$ cat src/rtl/hcr_pkg.sv
package hcr_pkg;
  localparam int RUN_BIT  = 0;
  localparam int PSE_BIT  = 4;
  localparam int ASE_BIT  = 5;
  localparam int DOOR_BIT = 6;

  localparam int ST_ASYNC  = 15;
  localparam int ST_PERIOD = 14;
  localparam int ST_RECL   = 13;
  localparam int ST_HALT   = 12;
  localparam int NUM_EVT   = 6;
  localparam int NUM_TRACK = 3;  // 0 async, 1 periodic, 2 halted

  typedef struct packed {
    logic cmdWr;
    logic stsWr;
    logic ieWr;
    logic rdCmd;
    logic rdSts;
    logic rdIe;
    logic asyncOn;
    logic periodicOn;
    logic halted;
  } ctrlStrobes_t;
endpackage

$ cat src/rtl/hcr_settle.sv
module hcr_settle #(
  parameter int   SETTLE    = 4,
  parameter logic RESET_VAL = 1'b0
) (
  input  logic clk,
  input  logic rstN,
  input  logic target,
  input  logic ready,
  input  logic fastClr,
  output logic state
);
  localparam int CW = $clog2(SETTLE + 1);
  localparam logic [CW-1:0] LAST = CW'(SETTLE - 1);

  logic [CW-1:0] waitCnt;

  always_ff @(posedge clk) begin
    if (!rstN) begin
      state   <= RESET_VAL;
      waitCnt <= '0;
    end else if (fastClr) begin
      state   <= 1'b0;
      waitCnt <= '0;
    end else if (state == target) begin
      waitCnt <= '0;
    end else if (waitCnt == LAST) begin
      if (ready) begin
        state   <= target;
        waitCnt <= '0;
      end
    end else begin
      waitCnt <= waitCnt + 1'b1;
    end
  end
endmodule

$ cat src/rtl/hcr_ctrl.sv
module hcr_ctrl
  import hcr_pkg::*;
#(
  parameter int             ADDR_W  = 8,
  parameter logic [ADDR_W-1:0] CMD_OFS = 8'h20,
  parameter logic [ADDR_W-1:0] STS_OFS = 8'h24,
  parameter logic [ADDR_W-1:0] IE_OFS  = 8'h28,
  parameter int             SETTLE  = 4
) (
  input  logic              clk,
  input  logic              rstN,
  input  logic [ADDR_W-1:0] regAddr,
  input  logic              regWr,
  input  logic              asEnQ,
  input  logic              psEnQ,
  input  logic              runQ,
  input  logic              runNext,
  input  logic              schedAsyncReady,
  input  logic              schedPeriodicReady,
  input  logic              engineIdle,
  output ctrlStrobes_t      strb
);
  logic [NUM_TRACK-1:0] trkTarget;
  logic [NUM_TRACK-1:0] trkReady;
  logic [NUM_TRACK-1:0] trkFast;
  logic [NUM_TRACK-1:0] trkState;

  assign trkTarget = {~runQ, psEnQ, asEnQ};
  assign trkReady  = {engineIdle, schedPeriodicReady, schedAsyncReady};
  assign trkFast   = {runNext, 1'b0, 1'b0};

  for (genvar g = 0; g < NUM_TRACK; g++) begin : g_track
    localparam logic RV = (g == 2) ? 1'b1 : 1'b0;
    hcr_settle #(.SETTLE(SETTLE), .RESET_VAL(RV)) u_settle (
      .clk    (clk),
      .rstN   (rstN),
      .target (trkTarget[g]),
      .ready  (trkReady[g]),
      .fastClr(trkFast[g]),
      .state  (trkState[g])
    );
  end

  always_comb begin
    strb.rdCmd      = (regAddr == CMD_OFS);
    strb.rdSts      = (regAddr == STS_OFS);
    strb.rdIe       = (regAddr == IE_OFS);
    strb.cmdWr      = regWr && strb.rdCmd;
    strb.stsWr      = regWr && strb.rdSts;
    strb.ieWr       = regWr && strb.rdIe;
    strb.asyncOn    = trkState[0];
    strb.periodicOn = trkState[1];
    strb.halted     = trkState[2];
  end
endmodule

$ cat src/rtl/hcr_data.sv
module hcr_data
  import hcr_pkg::*;
(
  input  logic               clk,
  input  logic               rstN,
  input  ctrlStrobes_t       strb,
  input  logic [31:0]        regWdata,
  input  logic               asyncAdvance,
  input  logic               asyncEmpty,
  input  logic               hostErr,
  input  logic               frameRoll,
  input  logic               portChg,
  input  logic               xferErr,
  input  logic               xferDone,
  output logic [31:0]        regRdata,
  output logic               irq,
  output logic               runQ,
  output logic               runNext,
  output logic               asEnQ,
  output logic               psEnQ,
  output logic               doorQ,
  output logic [NUM_EVT-1:0] evtQ
);
  logic [NUM_EVT-1:0] ieQ;
  logic [NUM_EVT-1:0] evtSet;
  logic [NUM_EVT-1:0] evtClr;
  logic               doorFire;
  logic [31:0]        cmdView;
  logic [31:0]        stsView;

  assign doorFire = doorQ && asyncAdvance;

  always_comb begin
    if (hostErr)         runNext = 1'b0;
    else if (strb.cmdWr) runNext = regWdata[RUN_BIT];
    else                 runNext = runQ;
  end

  assign evtSet = {hostErr, doorFire, frameRoll, portChg, xferErr, xferDone};
  assign evtClr = strb.stsWr ? regWdata[NUM_EVT-1:0] : '0;

  always_ff @(posedge clk) begin
    if (!rstN) begin
      runQ  <= 1'b0;
      asEnQ <= 1'b0;
      psEnQ <= 1'b0;
      doorQ <= 1'b0;
      evtQ  <= '0;
      ieQ   <= '0;
    end else begin
      runQ <= runNext;
      if (strb.cmdWr) begin
        asEnQ <= regWdata[ASE_BIT];
        psEnQ <= regWdata[PSE_BIT];
      end
      if (doorFire) doorQ <= 1'b0;
      else if (strb.cmdWr && regWdata[DOOR_BIT] && strb.asyncOn) doorQ <= 1'b1;
      evtQ <= (evtQ & ~evtClr) | evtSet;
      if (strb.ieWr) ieQ <= regWdata[NUM_EVT-1:0];
    end
  end

  always_comb begin
    cmdView           = '0;
    cmdView[RUN_BIT]  = runQ;
    cmdView[PSE_BIT]  = psEnQ;
    cmdView[ASE_BIT]  = asEnQ;
    cmdView[DOOR_BIT] = doorQ;
    stsView            = '0;
    stsView[ST_ASYNC]  = strb.asyncOn;
    stsView[ST_PERIOD] = strb.periodicOn;
    stsView[ST_RECL]   = asyncEmpty;
    stsView[ST_HALT]   = strb.halted;
    stsView[NUM_EVT-1:0] = evtQ;
    if (strb.rdCmd)      regRdata = cmdView;
    else if (strb.rdSts) regRdata = stsView;
    else if (strb.rdIe)  regRdata = {{(32-NUM_EVT){1'b0}}, ieQ};
    else                 regRdata = '0;
  end

  assign irq = |(evtQ & ieQ);
endmodule

$ cat src/rtl/hc_cmd_stat.sv
module hc_cmd_stat
  import hcr_pkg::*;
#(
  parameter int                ADDR_W  = 8,
  parameter logic [ADDR_W-1:0] CMD_OFS = 8'h20,
  parameter logic [ADDR_W-1:0] STS_OFS = 8'h24,
  parameter logic [ADDR_W-1:0] IE_OFS  = 8'h28,
  parameter int                SETTLE  = 4
) (
  input  logic              clk,
  input  logic              rstN,
  input  logic [ADDR_W-1:0] regAddr,
  input  logic              regWr,
  input  logic [31:0]       regWdata,
  output logic [31:0]       regRdata,
  input  logic              schedAsyncReady,
  input  logic              schedPeriodicReady,
  input  logic              engineIdle,
  input  logic              asyncAdvance,
  input  logic              asyncEmpty,
  input  logic              hostErr,
  input  logic              frameRoll,
  input  logic              portChg,
  input  logic              xferErr,
  input  logic              xferDone,
  output logic              irq
);
  ctrlStrobes_t       strb;
  logic               runQ;
  logic               runNext;
  logic               asEnQ;
  logic               psEnQ;
  logic               doorQ;
  logic [NUM_EVT-1:0] evtQ;

  hcr_ctrl #(
    .ADDR_W(ADDR_W), .CMD_OFS(CMD_OFS), .STS_OFS(STS_OFS),
    .IE_OFS(IE_OFS), .SETTLE(SETTLE)
  ) u_ctrl (
    .clk               (clk),
    .rstN              (rstN),
    .regAddr           (regAddr),
    .regWr             (regWr),
    .asEnQ             (asEnQ),
    .psEnQ             (psEnQ),
    .runQ              (runQ),
    .runNext           (runNext),
    .schedAsyncReady   (schedAsyncReady),
    .schedPeriodicReady(schedPeriodicReady),
    .engineIdle        (engineIdle),
    .strb              (strb)
  );

  hcr_data u_data (
    .clk         (clk),
    .rstN        (rstN),
    .strb        (strb),
    .regWdata    (regWdata),
    .asyncAdvance(asyncAdvance),
    .asyncEmpty  (asyncEmpty),
    .hostErr     (hostErr),
    .frameRoll   (frameRoll),
    .portChg     (portChg),
    .xferErr     (xferErr),
    .xferDone    (xferDone),
    .regRdata    (regRdata),
    .irq         (irq),
    .runQ        (runQ),
    .runNext     (runNext),
    .asEnQ       (asEnQ),
    .psEnQ       (psEnQ),
    .doorQ       (doorQ),
    .evtQ        (evtQ)
  );
endmodule

$ cat config.mk
export PLATFORM = sky130hd
export DESIGN_NAME = hc_cmd_stat
export DESIGN_NICKNAME = d
export VERILOG_FILES = /design/src/rtl/hcr_pkg.sv /design/src/rtl/hcr_settle.sv /design/src/rtl/hcr_ctrl.sv /design/src/rtl/hcr_data.sv /design/src/rtl/hc_cmd_stat.sv
export SDC_FILE = /design/constraint.sdc
export NUM_CORES = 1
export LEC_CHECK = 0
export BUFFER_PORTS_ARGS = -buffer_cell sky130_fd_sc_hd__buf_2
export CORE_ASPECT_RATIO = 1.25
export CORE_UTILIZATION = 40
export CTS_BUF_LIST = sky130_fd_sc_hd__clkbuf_8 sky130_fd_sc_hd__clkbuf_16
export DETAILED_ROUTE_END_ITERATION = 10
export PLACE_DENSITY = 0.78
export SKIP_CTS_REPAIR_TIMING = 1
export SLEW_MARGIN = 20
export SYNTH_ARGS = -nofsm -noshare
export SYNTH_HDL_FRONTEND = slang
export SYNTH_SLANG_ARGS = --single-unit
$ cat constraint.sdc
create_clock -name clk -period 1.21 [get_ports clk]
set_clock_uncertainty 0.05 [all_clocks]
set_input_delay 0.1815 -clock clk [delete_from_list [all_inputs] [get_ports clk]]
set_output_delay 0.1815 -clock clk [all_outputs]
set_load 0.1 [all_outputs]
==> results of run 1 <==
[worst max-delay path by stage]
| stage | startpoint | to | slack [ns] | cells after the start |
|---|---|---|---|---|
| 2_1_floorplan | regAddr[6] | regRdata[0] | -0.29 | 3 |
| 3_3_place_gp | regAddr[6] | regRdata[15] | -0.40 | 6 |
| 4_1_cts | regAddr[6] | regRdata[12] | -0.44 | 6 |
| 6_report | regAddr[1] | regRdata[12] | -0.33 | 6 |
| 3_5_place_dp | regAddr[6] | regRdata[12] | -0.43 | 6 |
| 5_1_grt | regAddr[1] | regRdata[12] | -0.39 | 6 |
[flip-flops by register name, indices dropped and copies added, names as in the netlist]
register                         cells
u_ctrl.g_track.u_settle.waitCnt      9
u_data.evtQ                          6
u_data.ieQ                           6
u_ctrl.g_track.u_settle.state        3
u_data.asEnQ                         1
u_data.doorQ                         1
u_data.psEnQ                         1
u_data.runQ                          1
[per-layer routing]
metal	global-route usage [%]	vias to the layer above	wire length, µm
met1	19.0	669	1570
met5	0	-	0
met4	5.56	0	76
li1	-	754	-
met3	3.17	8	140
met2	31.7	47	1950
[area by class of cell]
type	count	area [µm²]	share of cell area, %
flip-flops and latches	28	573	23.1
clock buffers	4	55.1	2.22
multi-input cells	152	1110	44.8
repair buffers	73	667	26.9
inverters	2	7.51	0.302
well taps	54	67.6	2.72
[power breakdown]
| part | switching [W] | internal [W] |
|---|---|---|
| Combinational | 0.000383 | 0.000101 |
| Clock | 0.000278 | 0.000291 |
| Sequential | 0.0000103 | 0.000934 |
[placed cells by master, fill, tap and decap left out, drive strengths merged]
cell type and count:
nand2 13, nand2b 4, and4 3, and2 6, nor3b 3, and3 1
o21ai 8, a22oi 6, o211ai 1, a21oi 12, nand3b 2, clkbuf 4
mux2i 14, a31oi 2, nor2 19, ha 3, dfxtp 28, nor2b 18
buf 73, conb 21, nor3 1, a31o 3, nor4 1, nand3 3
inv 2, nand4b 1, nor4b 1, xor2 2, a21boi 3, nand4 1
[worst max-delay path, delay by kind of cell]
family        cells  cell delay [ns]
simple gates      3             0.75
buf+inv           3             0.38
[kinds of logic after synthesis]
logic type | synth area share (%)
compound gates | 13.2
xor+xnor | 1.08
fa+ha+maj | 2.31
buf+inv | 13.0
flops | 34.5
mux | 8.62
other cells | 0.231
simple gates | 27.1
[metrics by stage]
step                hold WS (ns)  std cells  power (W)
floorplan                  0.269        210    0.00137
global placement           0.374        307    0.00142
detailed placement         0.372        307    0.00143
CTS                       0.0912        311    0.00198
global route              0.0812        313    0.00207
finish                    0.0904        313    0.00200
==> qor.yml, run 1 <==
rr_worst_depth: 5
start_kind: "primary input"
maxSlewViolCount: 0
crit_path_top_delay_cell: "nor4_4"
max-vdd-ir-drop_v: 0.000527
antenna_found_initial: 0
synth_top_area_share_pct: 34.5
routed_wirelength_um: 3740
n_antenna_cell: 0
drv_cap: 0
place.gp.congestion: 0.830
ioPinCount: 86
path_cells: "buf_6 > nor4_4 > and3_4 > buf_6 > and2_4 > buf_12"
port_buffers: 39
ys_types: 37
r2r_slack_ns: 0.01
first_pass_iters: 4
wl_per_cell_um: 11.9
hold_path.class: "primary input to register"
cp_max_fo: 4
hold_path_startpoint: "asyncAdvance"
fmax_ghz: 0.649
route.detailed.drc: 0
synth.area.top_cells: "dfxtp_1 34%, buf_4 10%, mux2i_1 8.6%"
design_area_um2: 2480
ys_ff_latch: 28
dpl.hpwl_um: 2830
synth.most_common_cell: "dfxtp_1"
synth_edf_count: 0
setup_ws_ns: -0.331
worstSetupEndpointType: "output pin"
dieWidth_um: 59.0
r2r_end: "u_ctrl.g_track[2].u_settle.state$_SDFFE_PN1P_"
drive_gt1_share_pct: 46.7
arrival_ns: 1.31
rsz0062_at_grt: "true"
die_area_um2: 4320
yosysSeqAreaShare_pct: 34.5
fill_cells: 310
cts_max_level: 1
whs_path_depth: 2
pre_cts_ws_ns: -0.430
crit_type: "primary input to output pin"
slowest_delay_ns: 0.33
clk_pin_slew_ns: 0.09
leakagePower_nw: 1.00
vias: 1478
finalHoldViolations: 0
grt-ovfl-total: 0
path_common_cell: "buf_6"
hold_path_end: "u_data.evtQ[4]$_SDFF_PN0_"
fin_util_pct: 64.5
clk_path_buf_depth: 2
cts-root-buf: "clkbuf_8"
clock-sinks: 28
setup_violations: 12
setup_tns_ns: -3.10
async_reset_ff_share_pct: 0
vias_per_cell: 4.72
synth-warning-count: 0
grt_pass1_wl_um: 5640
rr_startpoint: "u_ctrl.g_track[2].u_settle.waitCnt[0]$_SDFFE_PP0P_"
core-area_um2: 3850
grt_pass1_vias: 1351
grt_usage_pct: 17.0
initial_core_util_pct: 42.2
numCtsBuffers: 3
drt_iter0_markers: 41
cts_tree: "yes"
rows: 25
violations: "negative setup slack"
grt_max_degree: 24
post_dp_cell_area_um2: 2260
min_period_ns: 1.54
synthToLayoutAreaGrowth_pct: 52.7
worst_ep_required_time_ns: 0.98
netlist_area_um2: 1630
fin_nets: 316
layout_worst_path_cycle_share_pct: 127
synth_top_cells_by_count: "28 x dfxtp_1, 22 x buf_4, 19 x nor2_1, 17 x nor2b_1, 14 x mux2i_1"
syn_area_per_cell_um2: 8.55
yosys.area.top_type: "dfxtp_1"
ant_nets: 0
synthFlopType: "dfxtp_1"
synthCells: 190
fp.dieH_um: 73.3
clock_latency_ns: 0.27
p_per_area_nw_per_um2: 805
status: "complete, but fails checks"
(Power assumes the default switching activity.)
==> run 2: changes to the inputs <==
--- a/config.mk
+++ b/config.mk
@@ -5,12 +5,14 @@
 export SDC_FILE = /design/constraint.sdc
 export NUM_CORES = 1
 export LEC_CHECK = 0
+export ABC_AREA = 1
 export BUFFER_PORTS_ARGS = -buffer_cell sky130_fd_sc_hd__buf_2
 export CORE_ASPECT_RATIO = 1.25
-export CORE_UTILIZATION = 40
+export CORE_UTILIZATION = 41
 export CTS_BUF_LIST = sky130_fd_sc_hd__clkbuf_8 sky130_fd_sc_hd__clkbuf_16
 export DETAILED_ROUTE_END_ITERATION = 10
-export PLACE_DENSITY = 0.78
+export PLACE_DENSITY = 0.8
+export REMOVE_ABC_BUFFERS = 1
 export SKIP_CTS_REPAIR_TIMING = 1
 export SLEW_MARGIN = 20
 export SYNTH_ARGS = -nofsm -noshare
==> run 2 against run 1 <==
Effect of this change:
- the run still ends with negative setup slack left
- synthesized area rose by 0.77%
- core utilization up 0.96 points
- sequential power is essentially flat
- critical endpoint is now regRdata[4]
- largest cell class unchanged
==> qor.yml, run 2 <==
place_inst: 344  # +12%
synth_compound_gate_area_share_pct: 13.0  # -0.18 points
setup_ws_ns: -0.329  # +0.00245 ns
max-vdd-ir-drop_v: 0.000588  # +12%
drive_gt1_share_pct: 45.0  # -1.7 points
setup_violations: 12  # unchanged
grt_max_degree: 16  # -33%
synthSimpleGateAreaFrac_pct: 29.5  # +2.4 points
met1_usage_pct: 17.7  # -1.3 points
synthCells: 237  # +25%
routed_wirelength_um: 4320  # +16%
whs_path_depth: 3  # +1
fill_cells: 303  # -2.3%
cts_tree: "yes"
dpl.hpwl_um: 2690  # -4.7%
ys_types: 27  # -27%
netlist_area_um2: 1640  # +0.77%
setup_tns_ns: -2.42  # +0.680 ns
multiInputGateArea_um2: 1000  # -10%
die_area_um2: 4250  # -1.6%
path_common_cell: "nand2_4"
vias: 1667  # +13%
status: "complete, but fails checks"
port_buffers: 39  # unchanged
rr_worst_depth: 8  # +3
min_period_ns: 1.54  # -0.00245 ns
fin_nets: 357  # +13%
ys_ff_latch: 28  # unchanged
synth.most_common_cell: "nand2_1"
start_kind: "primary input"
hold_path_end: "u_data.evtQ[1]$_SDFF_PN0_"
cp_max_fo: 6  # +2
async_reset_ff_share_pct: 0  # unchanged
synth_top_family_by_area: "simple AND/OR/NAND/NOR gates"
synthFlopType: "dfxtp_1"
grt-ovfl-total: 0  # unchanged
synth-warning-count: 0  # unchanged
synth_top_cells_by_count: "49 x nand2_1, 40 x inv_1, 34 x nor2_1, 28 x dfxtp_1, 21 x buf_4"
vias_per_cell: 4.71  # -0.28%
final_common_cell: "nand2_1"
leakagePower_nw: 1.17  # +17%
rows: 25  # unchanged
maxSlewViolCount: 0  # unchanged
grt.met3_usage_pct: 2.30  # -0.86 points
cts-root-buf: "clkbuf_8"
fmax_ghz: 0.650  # +0.16%
cts_max_level: 1  # unchanged
first_pass_iters: 4  # unchanged
hold_path_startpoint: "xferErr"
layout_common_cells: "44 x nand2_1, 27 x nor2_1, 25 x inv_1, 21 x conb_1, 21 x buf_2"
synth_edf_count: 0  # unchanged
synth_adder_area_share_pct: 2.29  # -0.018 points
reg_top3: "u_ctrl.g_track.u_settle.waitCnt x9, u_data.evtQ x6, u_data.ieQ x6"
grt_pass1_wl_um: 5600  # -0.74%
rsz0062_at_grt: "true"
route.detailed.drc: 0  # unchanged
crit_path_top_delay_cell: "nor3_4"
synth_top_area_share_pct: 34.2  # -0.26 points
grt_usage_pct: 16.7  # -0.32 points
fp.dieH_um: 72.7  # -0.83%
n_antenna_cell: 0  # unchanged
synth_xor_area_share_pct: 0  # -1.1 points
clk_path_buf_depth: 2  # unchanged
syn_area_per_cell_um2: 6.91  # -19%
wl_per_cell_um: 12.2  # +2.3%
use_met2_pct: 33.0  # +1.3 points
arrival_ns: 1.31  # about the same
rr_startpoint: "u_ctrl.g_track[2].u_settle.waitCnt[0]$_SDFFE_PP0P_"
yosysSeqAreaShare_pct: 34.2  # -0.26 points
place.gp.congestion: 0.779  # -6.2%
r2r_end: "u_ctrl.g_track[2].u_settle.state$_SDFFE_PN1P_"
worstSetupEndpointType: "output pin"
drv_cap: 0  # unchanged
grt_pass1_vias: 1471  # +8.9%
antenna_found_initial: 0  # unchanged
drt_iter0_markers: 50  # +22%
violations: "negative setup slack"
core-area_um2: 3820  # -0.81%
regArea_um2: 577  # +0.65%
largest_register_ff_count: 9  # unchanged
worst_ep_required_time_ns: 0.98  # about the same
clk_pin_slew_ns: 0.10  # about the same
layout_worst_path_cycle_share_pct: 127  # -0.20 points
slowest_delay_ns: 0.23  # -0.10 ns
path_cells: "buf_8 > inv_4 > nand2_4 > nor3_4 > nand2_4 > buf_4 > o221ai_4 > buf_12"
clock_latency_ns: 0.28  # about the same
initial_core_util_pct: 42.9  # +0.67 points
p_per_area_nw_per_um2: 809  # +0.51%
busiest_layer: "met2"
synth.area.top_cells: "dfxtp_1 34%, nand2_1 11%, buf_4 9.6%"
clock-sinks: 28  # unchanged
crit_type: "primary input to output pin"
finalHoldViolations: 0  # unchanged
dieWidth_um: 58.5  # -0.82%
yosys.area.top_type: "dfxtp_1"
ant_nets: 0  # unchanged
largest-register: "u_ctrl.g_track.u_settle.waitCnt"
synth_mux_area_share_pct: 0  # -8.6 points
ioPinCount: 86  # unchanged
hold_path.class: "primary input to register"
numCtsBuffers: 3  # unchanged
r2r_slack_ns: 0.01  # about the same
synthToLayoutAreaGrowth_pct: 52.6
stdcell_count: 354  # +13%
run 2: cell count changes after synthesis, moves of 5 or more:
cell,delta
a22oi_1,-5
and2_1,-6
inv_1,+38
mux2i_1,-14
nand2_1,+36
nor2_1,+15
nor2b_1,-17
run 2: metrics by stage:
step	cell area, µm²	hold WS, ns	worst slack [ns]	power [W]	utilization [%]
final	2500	0.0743	-0.329	0.00202	65.5
after global routing	2500	0.0881	-0.382	0.00209	65.5
after CTS	2160	0.0829	-0.328	0.00195	56.5
after detailed placement	2100	0.376	-0.317	0.00139	55.0
after global placement	2100	0.374	-0.289	0.00139	55.0
after floorplan	1530	0.200	-1.74	0.00131	-
run 2: critical path: cells and delay by family:
| family | cells | cell delay [ns] |
|---|---|---|
| buf+inv | 4 | 0.52 |
| simple gates | 3 | 0.42 |
| compound gates | 1 | 0.18 |
run 2: area by class of cell:
cell class / instances / area share [%]
Tap cell: 54 / 2.70
Clock buffer: 4 / 2.20
Inverter: 42 / 6.81
Timing Repair Buffer: 62 / 25.2
Sequential cell: 28 / 23.1
Multi-Input combinational cell: 164 / 40.0
run 2: power breakdown:
group | switching [W] | internal (W)
sequential | 0.0000118 | 0.000935
clock | 0.000290 | 0.000291
combinational | 0.000399 | 0.0000932
total | 0.000701 | 0.00132
run 2: how the worst max path moves through the flow:
stage | from | end | slack (ns) | depth (start not counted)
floorplan | regAddr[0] | regRdata[1] | -1.74 | 5
global placement | regAddr[0] | regRdata[5] | -0.29 | 8
detailed placement | regAddr[0] | regRdata[5] | -0.32 | 8
CTS | regAddr[0] | regRdata[5] | -0.33 | 8
global route | regAddr[1] | regRdata[0] | -0.38 | 7
finish | regAddr[1] | regRdata[4] | -0.33 | 8
run 2: cell families after synthesis:
| group | count (synthesis) |
|---|---|
| fa+ha+maj | 3 |
| compound gates | 36 |
| flops | 28 |
| simple gates | 104 |
| other cells | 1 |
| buf+inv | 65 |
run 2: metal layers:
| layer | vias to the layer above | share of wire, % |
|---|---|---|
| met5 | - | 0 |
| met1 | 774 | 38 |
| met2 | 63 | 56 |
| met3 | 10 | 4.3 |
| met4 | 0 | 1.7 |
| li1 | 820 | - |
